==> src/rtl/duty_symbol_decoder.sv <==
module duty_symbol_decoder #(
  parameter int CLK_HZ     = 125_000_000,
  parameter int MIN_PERIOD = (CLK_HZ / 19_200) * 15 / 16,
  parameter int MAX_PERIOD = (CLK_HZ / 300) * 17 / 16,
  localparam int SAT = MAX_PERIOD + 1,
  localparam int PW  = $clog2(SAT + 1)
) (
  input  logic          clk,
  input  logic          rst_n,
  input  logic          line_in,
  output logic          sym_valid,
  output logic [1:0]    sym_code,
  output logic          sym_err,
  output logic [PW-1:0] sym_period
);
  localparam int CW = PW + 5;
  localparam logic [1:0] C_ZERO = 2'b00, C_ONE = 2'b01, C_DELIM = 2'b10, C_IDLE = 2'b11;
  localparam logic [PW-1:0] P_MIN = PW'(MIN_PERIOD);
  localparam logic [PW-1:0] P_MAX = PW'(MAX_PERIOD);
  localparam logic [PW-1:0] P_SAT = PW'(SAT);

  logic          sync1, lvl, lvl_d, active;
  logic [PW-1:0] period_cnt, high_cnt, low_cnt;

  wire rise = lvl & ~lvl_d;

  wire [CW-1:0] pe  = CW'(period_cnt);
  wire [CW-1:0] h16 = CW'(high_cnt) << 4;

  wire in_zero  = (h16 >= pe * 3)  && (h16 <= pe * 5);
  wire in_delim = (h16 >= pe * 7)  && (h16 <= pe * 9);
  wire in_one   = (h16 >= pe * 11) && (h16 <= pe * 13);
  wire per_ok   = (period_cnt >= P_MIN) && (period_cnt <= P_MAX);
  wire sym_ok   = per_ok && (in_zero || in_one || in_delim);

  logic [1:0] kind;
  always_comb begin
    if (in_one)        kind = C_ONE;
    else if (in_delim) kind = C_DELIM;
    else               kind = C_ZERO;
  end

  wire idle_hit = !lvl && active && (low_cnt == P_MAX - 1'b1);

  always_ff @(posedge clk or negedge rst_n) begin
    if (!rst_n) begin
      sync1      <= 1'b0;
      lvl        <= 1'b0;
      lvl_d      <= 1'b0;
      active     <= 1'b0;
      period_cnt <= '0;
      high_cnt   <= '0;
      low_cnt    <= P_MAX;
      sym_valid  <= 1'b0;
      sym_err    <= 1'b0;
      sym_code   <= C_ZERO;
      sym_period <= '0;
    end else begin
      sync1     <= line_in;
      lvl       <= sync1;
      lvl_d     <= lvl;
      sym_valid <= 1'b0;
      sym_err   <= 1'b0;
      if (rise) begin
        active     <= 1'b1;
        period_cnt <= PW'(1);
        high_cnt   <= PW'(1);
        low_cnt    <= '0;
        if (active) begin
          sym_period <= period_cnt;
          if (sym_ok) begin
            sym_valid <= 1'b1;
            sym_code  <= kind;
          end else begin
            sym_err <= 1'b1;
          end
        end
      end else begin
        if (period_cnt != P_SAT) period_cnt <= period_cnt + 1'b1;
        if (lvl && high_cnt != P_SAT) high_cnt <= high_cnt + 1'b1;
        if (lvl) low_cnt <= '0;
        else if (low_cnt != P_MAX) low_cnt <= low_cnt + 1'b1;
        if (idle_hit) begin
          active     <= 1'b0;
          sym_valid  <= 1'b1;
          sym_code   <= C_IDLE;
          sym_period <= P_MAX;
        end
      end
    end
  end

  p_exclusive_r11: assert property (@(posedge clk) disable iff (!rst_n)
    !(sym_valid && sym_err));

  p_one_cycle_r11: assert property (@(posedge clk) disable iff (!rst_n)
    (sym_valid || sym_err) |=> !(sym_valid || sym_err));

  p_data_range_r6: assert property (@(posedge clk) disable iff (!rst_n)
    (sym_valid && sym_code != C_IDLE) |-> (sym_period >= P_MIN && sym_period <= P_MAX));

  p_data_after_edge_r10: assert property (@(posedge clk) disable iff (!rst_n)
    (sym_valid && sym_code != C_IDLE) |-> $past(rise && active));

  p_err_after_edge_r5: assert property (@(posedge clk) disable iff (!rst_n)
    sym_err |-> $past(rise && active));

  p_idle_low_r9: assert property (@(posedge clk) disable iff (!rst_n)
    (sym_valid && sym_code == C_IDLE) |-> ($past(!lvl) && sym_period == P_MAX && !active));
endmodule

==> config.mk <==
export PLATFORM = sky130hd
export DESIGN_NAME = duty_symbol_decoder
export DESIGN_NICKNAME = d
export VERILOG_FILES = /design/src/rtl/duty_symbol_decoder.sv
export SDC_FILE = /design/constraint.sdc
export NUM_CORES = 1
export LEC_CHECK = 0
export BUFFER_PORTS_ARGS = -buffer_cell sky130_fd_sc_hd__buf_2
export CORE_ASPECT_RATIO = 2
export CORE_UTILIZATION = 66
export CTS_CLUSTER_SIZE = 40
export DETAILED_ROUTE_END_ITERATION = 16
export GPL_TIMING_DRIVEN = 1
export PLACE_DENSITY = 0.83
export SETUP_SLACK_MARGIN = 0.02
export SLEW_MARGIN = 40
export SYNTH_ARGS = -nofsm -noshare
export SYNTH_HDL_FRONTEND = slang
export SYNTH_SLANG_ARGS = --single-unit
==> constraint.sdc <==
create_clock -name clk -period 5.5 [get_ports clk]
set_input_delay 0 -clock clk [delete_from_list [all_inputs] [get_ports clk]]
set_output_delay 0 -clock clk [all_outputs]
set_load 0.01 [all_outputs]
==> out/results.ini <==
[floorplanning]
core.rowCount = 73
floorplan.initialDensity_pct = 67.24
floorplan.die_area_mm2 = 0.02089
io_pins = 26
die_height_um = 203.4
core_mm2 = 0.01991
die_x_um = 102.7

[global_route]
grt.met3_usage_pct = 10.08
grt.overflow.total = 0
grt.met1_usage_pct = 39.80
grt_start_max_net_pins = 74
globalRouteMet2Util_pct = 69.60
global_route.peak_usage_layer = met2
antenna_found_initial = 1
track_usage_pct = 41.76
wire_length_of_the_first_global_routing_pass_um = 64690
first_global_vias = 12640

[logic_synthesis]
synth_top_cell_by_area = ha_1
post_synth_fa_ha_maj_area_fraction_pct = 37.51
post_synthesis_sequential_element_count = 84
yosys.area_share.simple_pct = 15.37
synth_top_flop_cell = dfrtp_1
most_numerous_cell_in_the_yosys_netlist = ha_1
asyncSetResetFlopFracSynth_pct = 100.0
yosysWarnings = 0
postSynthNetCount = 1875
synth.lib_cells_used.distinct = 71
synth_edf_count = 0
yosysTopAreaCellShare_pct = 27.19
synth-seq-area-share_pct = 15.78
yosys-top-cells-area = ha_1 27%, dfrtp_1 14%, fa_1 10%
synth-xor-area-share_pct = 9.485
synth.cells.most_frequent = 291 x ha_1, 132 x inv_1, 121 x nor2_1
synth_compound_gate_area_share_pct = 17.55
synth_top_family_by_area = adder cells
synthesis.area_mm2 = 0.01339
avgSynthCellArea_um2 = 8.855
postSynthCellCount = 1512
synth_mux_area_share_pct = 0.07476

[sta]
timing_max_transition_violations_final = 0
slew-limit-headroom_pct = 46.12
worst-slew-pin-transition_ns = 0.8081
final.min_clock_period_ns = 5.244
fin_crit_sh_pct = 95.34
timing.clock.skew_ns = 0.02004
finalSetupViolCount = 0
fin_ws_ns = 0.2564
final_hold_viol_count = 0
timing.hold.ws_ns = 0.01887
maxClockFrequency_mhz = 190.7

[drt]
drc = 0
detail-route-antenna-nets = 0
detailroute.via_count = 12120
detail_route.wl_per_cell_um = 22.04
drt_first_pass_iters = 5
drt-vias-per-instance = 6.525
first_iter_violations = 698
wl_um = 40960

[layout]
antenna_cells = 0
share_of_cells_above_drive_strength_1_pct = 8.647
nNetsFinal = 1954
synthToLayoutAreaGrowth_pct = 9.261
post-route-cell-area_mm2 = 0.01463

[setup_path]
crit_path_cell_trace = inv_1, ha_1, xor2_1, ha_1, ha_1, a211o_1, a211oi_1, nand2_1, a41o_1, buf_4, xnor2_1, ha_1, nand4_1, a311oi_1, o41ai_1, a32oi_1, a211o_1, and3_1, o21ai_1
worst-endpoint-arrival_ns = 5.49
critical_path_required_ns = 5.75
crit_fanout = 5
worstSetupPathType = flip-flop to flip-flop
launching_element_type_of_the_critical_path = flip-flop
critical-path-slowest-cell = a311oi_1
max_stage_delay_ns = 0.51
cp_common_cell = ha_1
crit_path_end_kind = flip-flop

[pwr]
cellPowerDensity_mw_per_mm2 = 222.6
power.internal_mw = 1.792
total_leakage_power_nw = 7.512
total_switching_power_mw = 1.465
switching_share_pct = 44.98
pwr-share-clk_pct = 19.1
share_seq_of_total_power_pct = 21.4
combinationalPowerShare_pct = 59.5
vdd_drop_max_mv = 0.2263

[clock_tree]
cts-buffers-inserted = 9
cts.sink_count = 84
level_count_of_the_clock_h_tree = 3
cts.reportedPaths.clkPinSlew_ns = 0.08
cts.path.max_buffers = 2
tritoncts = yes
clock-root-buffer = clkbuf_16
clk-insertion-delay-late_ns = 0.37

[place]
dpl.hpwl_um = 32670
place_congestion = 0.9798
placement.io_buffers = 25
placed_area_mm2 = 0.01421
dp_slack_ns = 0.1514

[worst_hold_path]
worst_hold_path_type = input pin to asynchronous set/reset pin

[outcome]
outcome = completed

[job]
cap_violations = 0

-- state kept, by name (all words and copies together), names as in the netlist, 2 cells and up --
name and cells:
low_cnt 19, sym_period 19, sym_code 2, high_cnt 19, period_cnt 19
-- worst paths after layout --
path,cells past startpoint,end,slack [ns],start
worst min-delay path,2,low_cnt[16]$_DFFE_PN0P_,0.02,rst_n
worst min register to register,0,lvl$_DFF_PN0_,0.36,sync1$_DFF_PN0_
min in group clk,2,sync1$_DFF_PN0_,0.31,line_in
worst max-delay path,19,sym_valid$_DFF_PN0_,0.26,period_cnt[1]$_DFFE_PN0P_
worst max register to register,19,sym_valid$_DFF_PN0_,0.26,period_cnt[1]$_DFFE_PN0P_
max in group asynchronous,3,period_cnt[8]$_DFFE_PN0P_,4.58,rst_n
-- per-stage QoR --
stage | std cells | util (%) | power, mW | setup TNS (ns)
after floorplan | 1512 | - | 1.949 | 0
after global placement | 1839 | 71.36 | 2.481 | 0
after detailed placement | 1839 | 71.39 | 2.544 | 0
after CTS | 1857 | 72.95 | 3.175 | 0
after global routing | 1858 | 73.47 | 3.494 | -0.03471
final | 1858 | 73.47 | 3.257 | 0
-- power by group through the flow --
stage | Sequential, mW | Clock (mW) | Combinational, mW
global placement | 0.703 | 0 | 1.78
global route | 0.699 | 0.648 | 2.15
CTS | 0.694 | 0.626 | 1.86
detailed placement | 0.704 | 0 | 1.84
floorplan | 0.723 | 0 | 1.23
finish | 0.696 | 0.623 | 1.94
-- layout make-up --
type,count,area [µm²]
sequential,84,2113
clock inverter,6,52.55
multi-input combinational,1279,10810
clock buffer,10,239.0
timing repair buffer,85,586.8
inverter,132,495.5
tap,262,327.8
fill,1540,5283
-- what timing repair did --
| item | 4_1_cts | 5_1_grt |
|---|---|---|
| setup endpoints to repair | 0 | 4 |
| hold endpoints to repair | 81 | 0 |
| setup buffers | 0 | 1 |
| gates resized for setup | 0 | 13 |
| hold buffers | 2 | 0 |
-- layer usage --
layer	wire length [µm]	vias up
li1	-	5577
met2	20070	469
met5	11	-
met1	13700	5814
met4	4688	2
met3	2492	262
-- placed cells by master (no fill, tap or decap), types with 4 or more instances in the layout --
master     count
nand3_1       55
dfrtp_1       75
and4_1         6
nand4b_1       4
or3_1         11
dfstp_2        9
a211o_1        8
ha_1         291
inv_1        132
o21ai_0       56
and2_1         4
fa_1          69
clkbuf_16      9
nor2b_1       15
and3_1        15
o21a_1        13
a31oi_1       27
xnor2_1       75
buf_2         24
a21oi_1       94
o21ai_1        5
o21bai_1      10
nor3_1        31
a21o_1        43
o31ai_1       16
buf_4         58
nand2b_1      19
o41ai_1        4
a211oi_1      14
xor2_1        70
nand2_1       86
nand4_1       31
nor2_1       121
o211ai_1       7
or2_2          5
-- cell families after synthesis --
family / Yosys count
buffers and inverters: 149
AND/OR/NAND/NOR: 420
adder cells (fa/ha/maj): 360
XOR/XNOR: 145
AO/OA/AOI/OAI: 353
flip-flops: 84
multiplexers: 1
-- critical path, delay by kind of cell, from the launching register on --
kind                     cells  cell delay (ns)
adder cells (fa/ha/maj)      4             1.26
AND/OR/NAND/NOR              3             0.51
flip-flops                   1             0.40
buffers and inverters        2             0.32
XOR/XNOR                     2             0.38
AO/OA/AOI/OAI                8             2.24
Power figures use the tool's default switching activity.
